**src/rtl/refresh_sched_pkg.sv**
```systemverilog
// Shared types for the refresh scheduler.
// Assumes: kind codes are decoded by the controller, so their values are fixed.
package refresh_sched_pkg;

    typedef enum logic [1:0] {
        KIND_NONE     = 2'b00,
        KIND_INTERVAL = 2'b01,
        KIND_IDLE     = 2'b10
    } refresh_kind_e;

endpackage

```
**src/rtl/rfs_interval_timer.sv**
```systemverilog
// Counts cycles since the last completed refresh and flags when the
// programmed interval is reached. Assumes clear_i marks a completed refresh,
// and hold_i freezes the count while a request is pending.
// An interval of 0 is treated as 1.
module rfs_interval_timer #(
    parameter int CNT_W = 16
) (
    input  logic             clk,
    input  logic             rst_n,
    input  logic             clear_i,
    input  logic             hold_i,
    input  logic [CNT_W-1:0] interval_i,
    output logic             expire_o
);
    localparam int               WIDE_W  = CNT_W + 1;
    localparam logic [CNT_W-1:0] CNT_MAX = '1;

    logic [CNT_W-1:0]  cnt_q;
    logic [WIDE_W-1:0] elapsed_w;

    // Elapsed-cycle counter: restart on completion, freeze while pending, saturate.
    always_ff @(posedge clk) begin
        if (!rst_n || clear_i) begin
            cnt_q <= '0;
        end else if (!hold_i && cnt_q != CNT_MAX) begin
            cnt_q <= cnt_q + 1'b1;
        end
    end

    // Expiry compare, widened so that the +1 cannot wrap.
    always_comb begin
        elapsed_w = {1'b0, cnt_q} + WIDE_W'(1);
        expire_o  = elapsed_w >= {1'b0, interval_i};
    end

    AST_TIMER_RESTART: assert property (@(posedge clk) disable iff (!rst_n)
        clear_i |=> (cnt_q == '0)) else $error("timer not restarted");

endmodule

```
**src/rtl/rfs_idle_detector.sv**
```systemverilog
// Counts consecutive idle command-bus cycles and flags when the programmed
// limit is met in the current idle cycle. Assumes hold_i is high while a
// request is pending; the count is kept at zero then.
module rfs_idle_detector #(
    parameter int IDLE_W = 8
) (
    input  logic              clk,
    input  logic              rst_n,
    input  logic              busy_i,
    input  logic              hold_i,
    input  logic              en_i,
    input  logic [IDLE_W-1:0] limit_i,
    output logic              hit_o
);
    localparam logic [IDLE_W-1:0] IDLE_MAX = '1;

    logic [IDLE_W-1:0] idle_cnt_q;

    // Consecutive-idle counter: cleared by busy or pending, saturating.
    always_ff @(posedge clk) begin
        if (!rst_n || busy_i || hold_i) begin
            idle_cnt_q <= '0;
        end else if (idle_cnt_q != IDLE_MAX) begin
            idle_cnt_q <= idle_cnt_q + 1'b1;
        end
    end

    // Trigger when this cycle is idle and enough idle cycles preceded it.
    always_comb begin
        hit_o = en_i && !busy_i && (idle_cnt_q >= limit_i);
    end

    AST_IDLE_RESTART: assert property (@(posedge clk) disable iff (!rst_n)
        busy_i |=> (idle_cnt_q == '0)) else $error("idle count survived busy");
    AST_IDLE_FROZEN: assert property (@(posedge clk) disable iff (!rst_n)
        hold_i |=> (idle_cnt_q == '0)) else $error("idle counted while pending");

endmodule

```
**src/rtl/rfs_req_ctrl.sv**
```systemverilog
// Holds the refresh request and its cause until the done pulse arrives.
// Assumes expire_i and idle_hit_i are combinational trigger flags; the
// interval trigger has priority when both flags are high in one cycle.
module rfs_req_ctrl
    import refresh_sched_pkg::*;
(
    input  logic          clk,
    input  logic          rst_n,
    input  logic          ack_i,
    input  logic          expire_i,
    input  logic          idle_hit_i,
    output logic          pending_o,
    output logic          ack_take_o,
    output refresh_kind_e kind_o
);
    logic          pend_q;
    refresh_kind_e kind_q;

    // Request state: raise on a trigger, drop on an accepted done pulse.
    always_ff @(posedge clk) begin
        if (!rst_n) begin
            pend_q <= 1'b0;
            kind_q <= KIND_NONE;
        end else if (pend_q) begin
            if (ack_i) begin
                pend_q <= 1'b0;
                kind_q <= KIND_NONE;
            end
        end else if (expire_i) begin
            pend_q <= 1'b1;
            kind_q <= KIND_INTERVAL;
        end else if (idle_hit_i) begin
            pend_q <= 1'b1;
            kind_q <= KIND_IDLE;
        end
    end

    // A done pulse counts only while a request is outstanding.
    always_comb begin
        pending_o  = pend_q;
        ack_take_o = pend_q && ack_i;
        kind_o     = kind_q;
    end

    AST_REQ_HELD: assert property (@(posedge clk) disable iff (!rst_n)
        pend_q && !ack_i |=> pend_q) else $error("request dropped early");
    AST_REQ_RELEASED: assert property (@(posedge clk) disable iff (!rst_n)
        pend_q && ack_i |=> !pend_q) else $error("request not released");
    AST_KIND_CONSISTENT: assert property (@(posedge clk) disable iff (!rst_n)
        $onehot0(kind_q) && (pend_q == (kind_q != KIND_NONE))) else $error("kind mismatch");
    AST_INTERVAL_WINS: assert property (@(posedge clk) disable iff (!rst_n)
        !pend_q && expire_i |=> kind_q == KIND_INTERVAL) else $error("interval lost priority");

endmodule

```
**src/rtl/refresh_sched.sv**
```systemverilog
// Refresh scheduler top: a mandatory interval timer plus an optional
// idle-cycle trigger, feeding one held request with a done handshake.
// Assumes busy_i is valid every cycle and ack_i is a one-cycle pulse.
module refresh_sched
    import refresh_sched_pkg::*;
#(
    parameter int CNT_W  = 16,
    parameter int IDLE_W = 8
) (
    input  logic              clk,
    input  logic              rst_n,
    input  logic              busy_i,
    input  logic [CNT_W-1:0]  interval_i,
    input  logic [IDLE_W-1:0] idle_limit_i,
    input  logic              idle_en_i,
    input  logic              ack_i,
    output logic              req_o,
    output logic [1:0]        req_kind_o
);
    logic          expire_w;
    logic          idle_hit_w;
    logic          pending_w;
    logic          ack_take_w;
    refresh_kind_e kind_w;

    rfs_interval_timer #(.CNT_W(CNT_W)) u_timer (
        .clk        (clk),
        .rst_n      (rst_n),
        .clear_i    (ack_take_w),
        .hold_i     (pending_w),
        .interval_i (interval_i),
        .expire_o   (expire_w)
    );

    rfs_idle_detector #(.IDLE_W(IDLE_W)) u_idle (
        .clk     (clk),
        .rst_n   (rst_n),
        .busy_i  (busy_i),
        .hold_i  (pending_w),
        .en_i    (idle_en_i),
        .limit_i (idle_limit_i),
        .hit_o   (idle_hit_w)
    );

    rfs_req_ctrl u_ctrl (
        .clk        (clk),
        .rst_n      (rst_n),
        .ack_i      (ack_i),
        .expire_i   (expire_w),
        .idle_hit_i (idle_hit_w),
        .pending_o  (pending_w),
        .ack_take_o (ack_take_w),
        .kind_o     (kind_w)
    );

    // Output mapping of the held request and its cause code.
    always_comb begin
        req_o      = pending_w;
        req_kind_o = kind_w;
    end

    AST_IDLE_NEEDS_ENABLE: assert property (@(posedge clk) disable iff (!rst_n)
        $rose(req_o) && req_kind_o == KIND_IDLE |-> $past(idle_en_i) && !$past(busy_i))
        else $error("idle request without enable or idle cycle");

endmodule

```
**config.mk**
```make
export PLATFORM = sky130hd
export DESIGN_NAME = refresh_sched
export DESIGN_NICKNAME = d
export VERILOG_FILES = /design/src/rtl/refresh_sched_pkg.sv /design/src/rtl/rfs_interval_timer.sv /design/src/rtl/rfs_idle_detector.sv /design/src/rtl/rfs_req_ctrl.sv /design/src/rtl/refresh_sched.sv
export SDC_FILE = /design/constraint.sdc
export NUM_CORES = 1
export LEC_CHECK = 0
export ABC_AREA = 0
export BUFFER_PORTS_ARGS = -buffer_cell sky130_fd_sc_hd__buf_2
export CAP_MARGIN = 20
export CORE_MARGIN = 2
export CORE_UTILIZATION = 57
export DETAILED_ROUTE_END_ITERATION = 10
export HOLD_SLACK_MARGIN = 0.12
export PLACE_DENSITY = 0.85
export SLEW_MARGIN = 20
export SYNTH_ARGS = -nofsm -noshare
export SYNTH_HDL_FRONTEND = slang
export SYNTH_SLANG_ARGS = --single-unit
```
**constraint.sdc**
```tcl
create_clock -name clk -period 2.9 [get_ports clk]
set_input_delay 0.58 -clock clk [delete_from_list [all_inputs] [get_ports clk]]
set_output_delay 0.58 -clock clk [all_outputs]
set_load 0.02 [all_outputs]
```
[Yosys cells after proc, flatten, opt, wreduce, memory -nomap -nowiden]
Cells that the tools add are included.
W data, S select, Z words.
Operators by class
  add/subtract/negate cells: 3
  reduce and logical (&&, ||, !) cells: 12
  eq/ne operators: 3
  multiplexer cells: 8
  order comparisons: 2
Operators with widths (number)
  $add A16 B1 Y17 const B: 1
  $ge A17 B16 Y1: 1
  $add A16 B1 Y16 const B: 1
  $ne A16 B16 Y1 const B: 1
  $add A8 B1 Y8 const B: 1
  $ge A8 B8 Y1: 1
  $mux W2: 4
  $ne A8 B8 Y1 const B: 1
  $logic_and A1 B1 Y1: 4
  $mux W1: 4
  $logic_not A1 Y1: 3
  $logic_or A1 B1 Y1: 3
  $reduce_bool A3 Y1: 1
  $ne A2 B2 Y1 const B: 1
  $reduce_and A2 Y1: 1
Storage, ports and cells
  output and inout port bits: 3
  register bits after elaboration: 27
  input bits: 29

[Longest topological paths before layout]
  depth in word-level cells: 6
  gate-level depth with buffers: 13

[Hierarchy]
Synthesis repeated with hierarchy kept, for this count alone.
Second synthesis, totals
  cell total of the unflattened synthesis: 276
  area total of the unflattened synthesis: 2264.7 µm²
By module, submodules not included
  rfs_interval_timer: cells an instance 190, seq. area each 320.3 µm², instances 1, area an instance 1534.0 µm²
  rfs_idle_detector: cells an instance 72, seq. area each 160.2 µm², instances 1, area an instance 584.3 µm²
  rfs_req_ctrl: cells an instance 14, seq. area each 60.1 µm², instances 1, area an instance 146.4 µm²

[Worst setup path after synthesis]
OpenSTA, ideal clock, no wires.
  path kind: reg-to-reg
  start: register u_timer.cnt_q[0]
  end: register u_ctrl.kind_q[1], in the netlist u_ctrl.kind_o[1]
  cell stages (with the launch flop): 13
  path slack: 0.258 ns
  setup time: 0.058 ns
  arrival time: 2.584 ns
  clock period less this slack: 2.642 ns
  path buffers: 1
  required time: 2.842 ns
  cell sequence: dfxtp_1 ha_1 nand4_1 or2_2 buf_2 nor2_1 xor2_1 ha_1 and4_1 a41oi_1 a21oi_1 nor3_1 o221a_2
Between the ends
  longest elaborated chain between the ends: 4
  elaborated cells between the ends (all ways): 6
  classes of those cells: add/sub (1); order compare (1); mux (2); reduce/logical (2)
Ends and longest elaborated chain
  from (decl): line rfs_interval_timer.sv:18  | logic [CNT_W-1:0] cnt_q;
  from (signal assigned): line rfs_interval_timer.sv:26  | cnt_q <= cnt_q + 1'b1;
  $add A16 B1 Y17 *: line rfs_interval_timer.sv:32  | elapsed_w = {1'b0, cnt_q} + WIDE_W'(1);
  net u_timer.elapsed_w[12]: line rfs_interval_timer.sv:19  | logic [WIDE_W-1:0] elapsed_w;
  $ge A17 B16 Y1 *: line rfs_interval_timer.sv:33  | expire_o = elapsed_w >= {1'b0, interval_i};
  $reduce_bool A3 Y1 (no source line) or $mux W2 (tied branches)
  $reduce_and A2 Y1 (no source line) or $mux W2 (tied branches)
  to (signal assigned): line rfs_req_ctrl.sv:23  | kind_q <= KIND_NONE;
  to (signal assigned): line rfs_req_ctrl.sv:27  | kind_q <= KIND_NONE;
  to (signal assigned): line rfs_req_ctrl.sv:31  | kind_q <= KIND_INTERVAL;
  to (decl): line rfs_req_ctrl.sv:17  | refresh_kind_e kind_q;
The timed path passes the listed nets; every way through them passes the cells marked *.
A chain may end at the register's enable or synchronous reset.

[Worst setup path after layout]
  start: register u_timer.cnt_q[4]
  end: register u_ctrl.kind_q[1], in the netlist u_ctrl.kind_o[1]
The elaborated chain is that of the path after synthesis.

==> qor.csv <==
stage,metric,value,unit
synth,"Seq/Total Area, Yosys",27.1,%
clock_network,TritonCTS clock tree,done,
drt,vias post-DR,1785,
drt,DRC violations left,0,
setup_path,Worst setup EP type,flop,
synth,Yosys reg bits,27,
sta,endpoints failing setup,0,
floorplan,DIE AREA,0.00398,mm2
setup_path,CP Launch Type,flop,
clock_network,H-Tree Depth,1,
setup_path,critical path data arrival time,2.92,ns
drt,Iter 0 DRT Violations,47,
sta,max-slew violation count,0,
clock_network,clk slew on worst S/H paths,0.14,ns
drt,vias per cell,5.34,
sta,PnR worst setup slack,0.218,ns
drt,Antenna Violating Nets Remaining,0,
sta,Slew headroom,61.6,%
worst_hold_path,Worst Hold Depth,2,
clock_network,postcts setup bufs,0,
setup_path,Reg2Reg Depth,10,
grt,initial antenna violation count,0,
grt,first-pass GRT wire length,7070,um
synth,Most used DFF post-synth,dfxtp_1,
clock_network,Root Buffer,clkbuf_4,
grt,GRT Total Usage,21.8,%
cells_and_area,layout cells sized above 1,18.1,%
clock_network,"Clk Latency, worst-skew pair",0.32,ns
floorplan,Die Ht,63.1,um
setup_path,Worst Path Max Fanout,5,
synth,Yosys top cell area share,27.1,%
drt,router iterations before antenna repair,4,
cells_and_area,Final Util,67.2,%
placement,Post-Place Worst Slack,0.0642,ns
synth,Synth Instances,254,
setup_path,critical setup path kind,flop to flop,
cells_and_area,"commonest non-fill, non-tap cells in the layout","inv_1 (31), buf_2 (31), nor2_1 (29), ha_1 (26), dfxtp_1 (25)",
pwr,pwr/cell area,278,mW/mm2
placement,placer congestion estimate,0.870,
synth,Synth warnings,0,
floorplan,cell row count,21,
drt,Post-Route WL,3980,um
floorplan,Die X,63.1,um
sta,Worst Max-Slew Pin Slew,0.574,ns
synth,synth unique cells,45,
grt,grt total ovfl,0,
placement,detailed placer's ending HPWL,3280,um
worst_hold_path,HP Class,flop to flop,
placement,I/O Buffers,31,
grt,largest net degree at the start of global routing,18,
sta,maximum clock frequency,373,MHz
synth,Post-Synthesis Cell Area,0.00199,mm2
synth,post-synthesis net count,309,
synth,"top cells by area, synth","dfxtp_1 (27%), ha_1 (16%), xnor2_1 (7.9%)",
sta,clock skew,0.0114,ns
grt,vias in the first global route,1719,
sta,Tcrit/Tclk final,92.5,%
run,Max Cap Viol,0,
sta,Final Hold Vio Count,0,
floorplan,I/O pin cnt,32,
synth,async set-or-reset flop fraction in the synthesized netlist,0,%
clock_network,clock sinks,27,
setup_path,Worst Path Required,3.14,ns
cells_and_area,fin nets,344,
floorplan,core footprint,0.00334,mm2
synth,Post-synth EDFFs,0,
drt,Avg WL per Cell,11.9,um
status,status,"complete, no violations",
floorplan,initial cell density of the core,59.7,%
pwr,Pleak,1.03,nW
synth,Yosys top cell by area,dfxtp_1,
clock_network,CTS Buf Count,3,
synth,mean area per synthesized cell,7.84,um2
cells_and_area,Ant. Diodes,0,
sta,fin crit period,2.68,ns
cells_and_area,Synth-to-Final Area Change,12.6,%
setup_path,register-to-register setup slack,0.22,ns
pwr,Max VDD drop,189,uV
clock_network,Clock Path Buffers,2,
cell families (layout without fill, tap and decap cells):
kind of cell	Yosys count	in the layout	share of synthesized area, %
flip-flops	27	27	27.1
adder cells (fa/ha/maj)	26	26	16.3
XOR/XNOR	23	23	10.5
buffers and inverters	38	72	8.04
AO/OA/AOI/OAI	42	42	12.6
AND/OR/NAND/NOR	98	98	25.4
flip-flops by register name (all words and copies together), names as in the netlist:
signal,cells
u_ctrl.kind_o,2
u_ctrl.pending_o,1
u_idle.idle_cnt_q,8
u_timer.cnt_q,16
report_power, final:
part	internal, mW	switching (mW)	leakage (nW)
sequential	0.377	0.00590	0.219
combinational	0.0403	0.0406	0.800
clock	0.0538	0.105	0.0150
worst paths after layout:
| path | to | from |
|---|---|---|
| max | u_ctrl.kind_o[1] | u_timer.cnt_q[4] |
| min | u_idle.idle_cnt_q[1] | u_idle.idle_cnt_q[1] |
| max reg2reg | u_ctrl.kind_o[1] | u_timer.cnt_q[4] |
| min reg2reg | u_idle.idle_cnt_q[1] | u_idle.idle_cnt_q[1] |
per-layer routing:
| metal | vias to the layer above | part of all wire, % | global-route usage [%] |
|---|---|---|---|
| li1 | 947 | - | - |
| met1 | 792 | 45 | 27.7 |
| met2 | 40 | 49 | 37.9 |
| met3 | 6 | 5.0 | 2.50 |
| met4 | 0 | 1.4 | 7.50 |
| met5 | - | 0 | 0 |
stage by stage:
step | hold slack, ns | power (mW) | cell area, um2 | std cells | setup TNS (ns)
2_1_floorplan | 0.461 | 0.438 | 1990 | 254 | 0
3_3_place_gp | 0.476 | 0.467 | 2210 | 330 | 0
3_5_place_dp | 0.478 | 0.471 | 2210 | 330 | 0
4_1_cts | 0.497 | 0.631 | 2230 | 334 | 0
5_1_grt | 0.519 | 0.662 | 2240 | 334 | -0.00952
6_report | 0.497 | 0.623 | 2240 | 334 | 0
synthesized netlist by cell type (all sizes together), types with 2 or more instances:
| cell | instances |
|---|---|
| and4 | 3 |
| dfxtp | 27 |
| nor2 | 29 |
| buf | 5 |
| nor3 | 12 |
| nor4b | 2 |
| nand3 | 13 |
| ha | 26 |
| o21ai | 13 |
| clkbuf | 2 |
| a21o | 2 |
| xor2 | 4 |
| a21oi | 15 |
| nand4 | 6 |
| or3 | 5 |
| inv | 31 |
| xnor2 | 19 |
| and3 | 2 |
| a211oi | 2 |
| nand2 | 15 |
| or2 | 5 |
worst max-delay path, cell delays in order, from the launching register on:
cell and delay, ns:
dfxtp_1 0.45, nand3_1 0.14, nor3_1 0.38, nand3_1 0.21
xnor2_1 0.18, ha_1 0.29, and4_1 0.22, a21oi_1 0.07
a21boi_0 0.29, nor3_2 0.11, o221a_2 0.25
cell type report:
cell class | count | area (um2)
multi-input combinational | 189 | 1300
tap | 46 | 57.6
sequential | 27 | 543
inverter | 31 | 116
timing repair buffer | 37 | 200
clock buffer | 4 | 26.3
fill | 321 | 1090
timing repair:
action / in CTS / in global routing
setup endpoints to repair: 0 / 3
gates resized for setup: 0 / 4
hold buffers: 0 / 0
Power figures use the tool's default switching activity.
